==> config.mk <==
export PLATFORM = sky130hd
export DESIGN_NAME = fc_final_combiner
export DESIGN_NICKNAME = d
export VERILOG_FILES = /design/src/rtl/fc_pkg.sv /design/src/rtl/fc_src_mux.sv /design/src/rtl/fc_lane.sv /design/src/rtl/fc_final_combiner.sv
export SDC_FILE = /design/constraint.sdc
export NUM_CORES = 2
export LEC_CHECK = 0
export BUFFER_PORTS_ARGS = -buffer_cell sky130_fd_sc_hd__buf_2
export CAP_MARGIN = 20
export CORE_AREA = 2 2 448 450
export CTS_CLUSTER_SIZE = 8
export DETAILED_ROUTE_END_ITERATION = 12
export DIE_AREA = 0 0 450 452
export PLACE_DENSITY = 0.54
export SLEW_MARGIN = 25
export SYNTH_ARGS = -nofsm -noshare
export SYNTH_HDL_FRONTEND = slang
export SYNTH_SLANG_ARGS = --single-unit
==> constraint.sdc <==
create_clock -name clk -period 25.6 [get_ports clk]
set_input_delay 5.12 -clock clk [delete_from_list [all_inputs] [get_ports clk]]
set_output_delay 5.12 -clock clk [all_outputs]
set_load 0.005 [all_outputs]
==> src/rtl/fc_pkg.sv <==
package fc_pkg;
  localparam int SEL_W = 4;
  localparam int NSRC  = 1 << SEL_W;
  localparam int NREG  = 9;   // stored register-set entries, codes 1..NREG
  localparam int NOPS  = 7;   // operands A..G

  typedef enum logic [SEL_W-1:0] {
    SRC_ZERO   = 4'd0,
    SRC_PRI    = 4'd1,
    SRC_SEC    = 4'd2,
    SRC_TEX0   = 4'd3,
    SRC_TEX1   = 4'd4,
    SRC_SPARE0 = 4'd5,
    SRC_SPARE1 = 4'd6,
    SRC_FOG    = 4'd7,
    SRC_CONST0 = 4'd8,
    SRC_CONST1 = 4'd9,
    SRC_EF     = 4'd10,
    SRC_SUM    = 4'd11
  } src_e;
endpackage

==> src/rtl/fc_src_mux.sv <==
module fc_src_mux
  import fc_pkg::*;
#(
  parameter int FRAC = 8,
  parameter int UW   = FRAC + 1
) (
  input  logic [NSRC-1:0][UW-1:0] srcs,
  input  logic [SEL_W-1:0]        sel,
  input  logic                    inv,
  output logic [UW-1:0]           val
);
  localparam logic [UW-1:0] ONE = UW'(1 << FRAC);

  logic [UW-1:0] raw;

  always_comb begin
    raw = srcs[sel];
    val = inv ? (ONE - raw) : raw;
  end
endmodule

==> src/rtl/fc_lane.sv <==
module fc_lane
  import fc_pkg::*;
#(
  parameter int IN_W  = 10,
  parameter int FRAC  = 8,
  parameter int OUT_W = 8
) (
  input  logic                        clk,
  input  logic                        rst,
  input  logic                        en,
  input  logic [NREG-1:0][IN_W-1:0]   regs,
  input  logic [5:0][SEL_W-1:0]       sel,
  input  logic [5:0]                  inv,
  output logic [OUT_W-1:0]            pix
);
  localparam int UW    = FRAC + 1;
  localparam int ONE_I = 1 << FRAC;
  localparam int ACC_W = 2 * UW + 2;
  localparam logic [UW-1:0]    ONE   = UW'(ONE_I);
  localparam logic [ACC_W-1:0] ONE_A = ACC_W'(ONE_I);
  localparam logic [ACC_W-1:0] HALF  = ACC_W'(1 << (FRAC - 1));
  localparam logic [ACC_W-1:0] MAXO  = ACC_W'((1 << OUT_W) - 1);

  function automatic logic [UW-1:0] clampv(input logic signed [IN_W-1:0] x);
    if (x < 0) return '0;
    if (int'(x) > ONE_I) return ONE;
    return x[UW-1:0];
  endfunction

  logic [NSRC-1:0][UW-1:0] base_srcs;
  logic [NSRC-1:0][UW-1:0] full_srcs;
  logic [UW-1:0]           e_v, f_v, ef_v, sum_v;
  logic [UW:0]             sum_raw;
  logic [ACC_W-1:0]        ef_full;
  logic [3:0][UW-1:0]      mix_v;

  // Register-set sources, clamped; derived and spare codes read zero here
  always_comb begin
    base_srcs = '0;
    for (int k = 0; k < NREG; k++) base_srcs[k+1] = clampv(regs[k]);
  end

  fc_src_mux #(.FRAC(FRAC), .UW(UW)) u_mux_e (
    .srcs(base_srcs), .sel(sel[4]), .inv(inv[4]), .val(e_v));
  fc_src_mux #(.FRAC(FRAC), .UW(UW)) u_mux_f (
    .srcs(base_srcs), .sel(sel[5]), .inv(inv[5]), .val(f_v));

  always_comb begin
    ef_full = ACC_W'(e_v) * ACC_W'(f_v) + HALF;
    ef_v    = UW'(ef_full >> FRAC);
    sum_raw = {1'b0, base_srcs[SRC_SPARE0]} + {1'b0, base_srcs[SRC_SEC]};
    sum_v   = (sum_raw > {1'b0, ONE}) ? ONE : sum_raw[UW-1:0];
    full_srcs          = base_srcs;
    full_srcs[SRC_EF]  = ef_v;
    full_srcs[SRC_SUM] = sum_v;
  end

  for (genvar i = 0; i < 4; i++) begin : g_op
    fc_src_mux #(.FRAC(FRAC), .UW(UW)) u_mux (
      .srcs(full_srcs), .sel(sel[i]), .inv(inv[i]), .val(mix_v[i]));
  end

  // Stage 1: products
  logic [ACC_W-1:0] ab_q, c_q;
  logic [UW-1:0]    d_q;

  always_ff @(posedge clk) begin
    if (rst) begin
      ab_q <= '0;
      c_q  <= '0;
      d_q  <= '0;
    end else if (en) begin
      ab_q <= ACC_W'(mix_v[0]) * ACC_W'(mix_v[1]);
      c_q  <= (ONE_A - ACC_W'(mix_v[0])) * ACC_W'(mix_v[2]);
      d_q  <= mix_v[3];
    end
  end

  // Stage 2: sum, saturate, convert to output width
  logic [ACC_W-1:0] acc, lin, lin_sat;
  logic [OUT_W-1:0] px_next;

  always_comb begin
    acc     = ab_q + c_q + (ACC_W'(d_q) << FRAC) + HALF;
    lin     = acc >> FRAC;
    lin_sat = (lin > ONE_A) ? ONE_A : lin;
    px_next = OUT_W'((lin_sat * MAXO + HALF) >> FRAC);
  end

  always_ff @(posedge clk) begin
    if (rst)     pix <= '0;
    else if (en) pix <= px_next;
  end

  // a stalled lane keeps its result
  p_stall_hold_r10: assert property (@(posedge clk) disable iff (rst)
    !en |=> $stable(pix));
  // product of two unit-range operands stays in range
  p_ef_range_r4: assert property (@(posedge clk) disable iff (rst)
    ef_v <= ONE);
  // clamped and mapped E/F operands stay in [0, 1]
  p_mapped_range_r7: assert property (@(posedge clk) disable iff (rst)
    (e_v <= ONE) && (f_v <= ONE));
endmodule

==> src/rtl/fc_final_combiner.sv <==
module fc_final_combiner
  import fc_pkg::*;
#(
  parameter int IN_W  = 10,
  parameter int FRAC  = 8,
  parameter int OUT_W = 8
) (
  input  logic                  clk,
  input  logic                  rst,
  input  logic                  in_valid,
  output logic                  in_ready,
  input  logic [4*IN_W-1:0]     reg_pri,
  input  logic [4*IN_W-1:0]     reg_sec,
  input  logic [4*IN_W-1:0]     reg_tex0,
  input  logic [4*IN_W-1:0]     reg_tex1,
  input  logic [4*IN_W-1:0]     reg_spare0,
  input  logic [4*IN_W-1:0]     reg_spare1,
  input  logic [4*IN_W-1:0]     reg_fog,
  input  logic [4*IN_W-1:0]     cfg_const0,
  input  logic [4*IN_W-1:0]     cfg_const1,
  input  logic [SEL_W-1:0]      sel_a,
  input  logic [SEL_W-1:0]      sel_b,
  input  logic [SEL_W-1:0]      sel_c,
  input  logic [SEL_W-1:0]      sel_d,
  input  logic [SEL_W-1:0]      sel_e,
  input  logic [SEL_W-1:0]      sel_f,
  input  logic [SEL_W-1:0]      sel_g,
  input  logic [NOPS-1:0]       cfg_invert,
  output logic                  out_valid,
  input  logic                  out_ready,
  output logic [4*OUT_W-1:0]    out_rgba
);
  localparam int NLANE = 4;
  localparam int ALPHA = NLANE - 1;

  logic en;
  logic v1_q;

  assign en       = !out_valid || out_ready;
  assign in_ready = en;

  always_ff @(posedge clk) begin
    if (rst) begin
      v1_q      <= 1'b0;
      out_valid <= 1'b0;
    end else if (en) begin
      v1_q      <= in_valid;
      out_valid <= v1_q;
    end
  end

  for (genvar ln = 0; ln < NLANE; ln++) begin : g_lane
    logic [NREG-1:0][IN_W-1:0] lane_regs;
    logic [5:0][SEL_W-1:0]     lane_sel;
    logic [5:0]                lane_inv;

    assign lane_regs = {cfg_const1[ln*IN_W +: IN_W], cfg_const0[ln*IN_W +: IN_W],
                        reg_fog[ln*IN_W +: IN_W],    reg_spare1[ln*IN_W +: IN_W],
                        reg_spare0[ln*IN_W +: IN_W], reg_tex1[ln*IN_W +: IN_W],
                        reg_tex0[ln*IN_W +: IN_W],   reg_sec[ln*IN_W +: IN_W],
                        reg_pri[ln*IN_W +: IN_W]};

    if (ln == ALPHA) begin : g_alpha
      // Alpha reuses the lerp datapath as (1-0)*G: A=B=D=zero, C=G
      assign lane_sel = {sel_f, sel_e, SRC_ZERO, sel_g, SRC_ZERO, SRC_ZERO};
      assign lane_inv = {cfg_invert[5], cfg_invert[4], 1'b0, cfg_invert[6], 2'b00};
    end else begin : g_color
      assign lane_sel = {sel_f, sel_e, sel_d, sel_c, sel_b, sel_a};
      assign lane_inv = cfg_invert[5:0];
    end

    fc_lane #(.IN_W(IN_W), .FRAC(FRAC), .OUT_W(OUT_W)) u_lane (
      .clk  (clk),
      .rst  (rst),
      .en   (en),
      .regs (lane_regs),
      .sel  (lane_sel),
      .inv  (lane_inv),
      .pix  (out_rgba[ln*OUT_W +: OUT_W])
    );
  end

  // stalled output stays valid and unchanged
  p_hold_r10: assert property (@(posedge clk) disable iff (rst)
    (out_valid && !out_ready) |=> (out_valid && $stable(out_rgba)));
  // accepted pixel with a free following cycle emerges two edges later
  p_latency_r9: assert property (@(posedge clk) disable iff (rst)
    (in_valid && in_ready) ##1 in_ready |=> out_valid);
endmodule

==> run_results.csv <==
group,metric,value,unit
min_path,hp-class,"register to register",
setup_path,cp-start-kind,"input pin",
routing,ant_nets,0,
logic_synthesis,syn_inst,8804,
logic_synthesis,synthFlopType,"dfxtp_1",
global_routing,grt_max_degree,143,
setup_path,cp-end-kind,"register",
logic_synthesis,synth_compound_area_frac,0.195,
logic_synthesis,synth_top_family_by_area,"adder cells",
cells_and_area,multi_input_area,59100,µm²
die,die_h,452,µm
clocking,postCtsHoldBufs,0,
timing,rsz0062_at_grt,"false",
timing,finalMaxSlewViolations,0,
setup_path,crit_arrival,22.17,ns
clocking,cts_root_buf,"clkbuf_16",
logic_synthesis,ys_seq_elements,184,
timing,fin_skew,0.0126,ns
logic_synthesis,seq_area_frac_synth,0.0534,
routing,drc,0,
timing,setup_ws,3.83,ns
clocking,cts_max_level,4,
cells_and_area,area_growth,8.17,%
clocking,cts_sinks,184,
setup_path,cp_slowest_cell,"o32ai_1",
global_routing,grt_pass1_wl,457,mm
cells_and_area,drive_gt1_frac,0.117,
global_routing,grt_pass1_vias,66400,
logic_synthesis,synth_mux_area_frac,0.0622,
logic_synthesis,synth_edf_count,0,
die,num_io_pins,433,
logic_synthesis,postSynth.asyncResetShare,0,
clocking,clk_path_buf_depth,2,
global_routing,grt_overflow_total,0,
cells_and_area,n_fill_cell,21000,
clocking,cts_tree,"done",
cells_and_area,final-seq-area,3680,µm²
clocking,cts_buffers,17,
outcome,status,"completed",
routing,wl_per_cell,26.7,µm
timing,max_freq,45.9,MHz
clocking,clk_latency,0.51,ns
setup_path,worst-path-buf-inv,8,
place,gp_congestion,1.04,
timing,slew_headroom,0.208,
die,die_w,450,µm
routing,detail_route.iter0.violations,8058,
setup_path,startpoint,"sel_e[1]",
setup_path,crit_family,"adder cells",
timing,finalSetupViolCount,0,
setup_path,max_stage_delay,0.96,ns
die,core_area,199000,µm²
routing,vias,68100,
logic_synthesis,yosysWarnings,0,
die,dieArea,203000,µm²
place,io_buffers,432,
clocking,ctsResizeCount,0,
place,place_ws,3.63,ns
global_routing,antenna_found_initial,34,
die,start_util,0.347,
routing,drt-total-wl,311,mm
timing,worst_slew_pin_slew,1.18,ns
setup_path,worstSetupPathType,"input pin to register",
die,rows,164,
logic_synthesis,synth_fa_ha_area_frac,0.339,
setup_path,r2r_slack,15.83,ns
logic_synthesis,synth_cell_types,122,
logic_synthesis,synth-xor-area-share,0.0517,
global_routing,grt.total_usage,0.299,
place,dp_hpwl,255,mm
clocking,clk_pin_slew,0.09,ns
flow_run,maxCapViolCount,0,
min_path,worstHoldStart,"g_lane[1].u_lane.pix[0]",
setup_path,required,25.99,ns
clocking,post-cts-setup-buffers,0,
logic_synthesis,synthesis.area,69000,µm²
logic_synthesis,yosys.area_share.simple,0.204,
timing,period_share,0.850,
timing,finalHoldViolations,0,
timing,fin_tns_setup,0,ns
cells_and_area,nets,10800,
setup_path,path_common_cell,"ha_1",
timing,period_minus_slack,21.77,ns
setup_path,crit_fanout,57,
setup_path,reg2reg_from,"g_lane[0].u_lane.c_q[2]",
routing,first_pass_iters,6,
routing,avgViaCountPerCell,5.85,
logic_synthesis,syn_avg_cell_area,7.84,µm²
[synth_stat cells, types with 46 or more instances]
cell type	n	share of area
a211oi_1	91	0.0099
a21o_1	88	0.0096
a21oi_1	484	0.035
a221oi_1	103	0.013
a22oi_1	67	0.0073
a31oi_1	117	0.011
and2_1	104	0.0094
buf_1	71	0.0039
buf_2	53	0.0038
clkbuf_1	347	0.019
dfxtp_1	184	0.053
fa_1	761	0.22
ha_1	652	0.12
inv_1	1187	0.065
mux2i_1	62	0.0090
mux4_2	152	0.050
nand2_1	974	0.053
nand2b_1	152	0.014
nand3_1	189	0.014
nor2_1	737	0.040
nor2b_1	127	0.012
nor3_1	87	0.0063
nor3b_1	52	0.0057
nor4b_1	64	0.0081
o211ai_1	63	0.0069
o21ai_0	451	0.033
o22ai_1	46	0.0042
or2_2	62	0.0056
or3b_2	70	0.0089
xnor2_1	287	0.036
xor2_1	104	0.013
[metrics by stage]
step | utilization | instance area [µm²] | hold WS (ns) | instances
4_1_cts | 0.375 | 74600 | 0.452 | 11600
2_1_floorplan | - | 69100 | 0.427 | 8840
3_3_place_gp | 0.372 | 73900 | 0.439 | 11600
3_5_place_dp | 0.372 | 73900 | 0.440 | 11600
6_report | 0.376 | 74600 | 0.447 | 11600
5_1_grt | 0.376 | 74600 | 0.474 | 11600
[path summary, 6_finish.rpt]
path	end	cells past startpoint
hold reg to reg	g_lane[1].u_lane.pix[0]	2
hold / removal	g_lane[1].u_lane.pix[0]	2
setup / recovery	g_lane[0].u_lane.c_q[18]	57
setup reg to reg	g_lane[0].u_lane.pix[7]	34
[state kept, by name, summed over array words and instances (netlist names)]
signal	cells
g_lane.u_lane.d_q	27
g_lane.u_lane.c_q	69
g_lane.u_lane.ab_q	54
v1_q	1
g_lane.u_lane.pix	32
out_valid	1
[cell usage in the layout (no fill, tap or decap), types with 38 or more instances in the layout]
cell,synthesis,final
nor3_1,87,85
a21o_1,88,88
conb_1,2,38
fa_1,761,761
buf_4,12,164
or3b_2,70,70
inv_1,1187,1187
ha_1,652,652
o21ai_0,451,448
o211ai_1,63,63
a22oi_1,67,67
and2_1,104,104
nor2b_1,127,119
nand2b_1,152,152
nor4b_1,64,64
a31oi_1,117,117
dfxtp_1,184,184
nor2_1,737,733
a221oi_1,103,102
mux2i_1,62,62
buf_2,53,419
a21oi_1,484,484
nor3b_1,52,47
a211oi_1,91,90
xnor2_1,287,286
and3_1,42,42
or2_2,62,62
nand2_1,974,974
o22ai_1,46,46
mux4_2,152,152
nand3_1,189,189
xor2_1,104,103
[kinds of logic after synthesis]
group                    count (synthesis)
flip-flops                             184
XOR/XNOR                               400
adder cells (fa/ha/maj)               1415
buffers and inverters                 1689
AO/OA/AOI/OAI                         2009
multiplexers                           236
AND/OR/NAND/NOR                       2869
other                                    2
[per-layer routing]
layer / GRT usage / up-vias / part of all wire / routed length, µm
met5: 0 / - / 0.00024 / 75
met4: 0.137 / 12 / 0.051 / 15900
li1: - / 30500 / - / -
met1: 0.418 / 33300 / 0.43 / 134000
met3: 0.0603 / 629 / 0.099 / 30800
met2: 0.441 / 3723 / 0.42 / 130000
[worst register-to-register path, delay by kind of cell (launching register included)]
kind                       cells  cell delay (ns)
AOI/OAI and AO/OA             22             5.42
xor gates and xnor gates       1             0.21
adders and majority gates      7             2.63
buffers and inverters          3             0.18
DFF                            1             0.32
and+or+nand+nor                1             0.88
[final cells by class]
class | instances | share of cell area
well taps | 2656 | 0.0445
diodes | 18 | 0.000603
flip-flops and latches | 184 | 0.0493
clock inverters | 15 | 0.00236
inverters | 1199 | 0.0604
multi-input cells | 6967 | 0.792
repair buffers | 587 | 0.0453
clock buffers | 17 | 0.00570
Power is not shown: default switching activity piles up to over one toggle a cycle in this logic, so the estimate is an artifact.
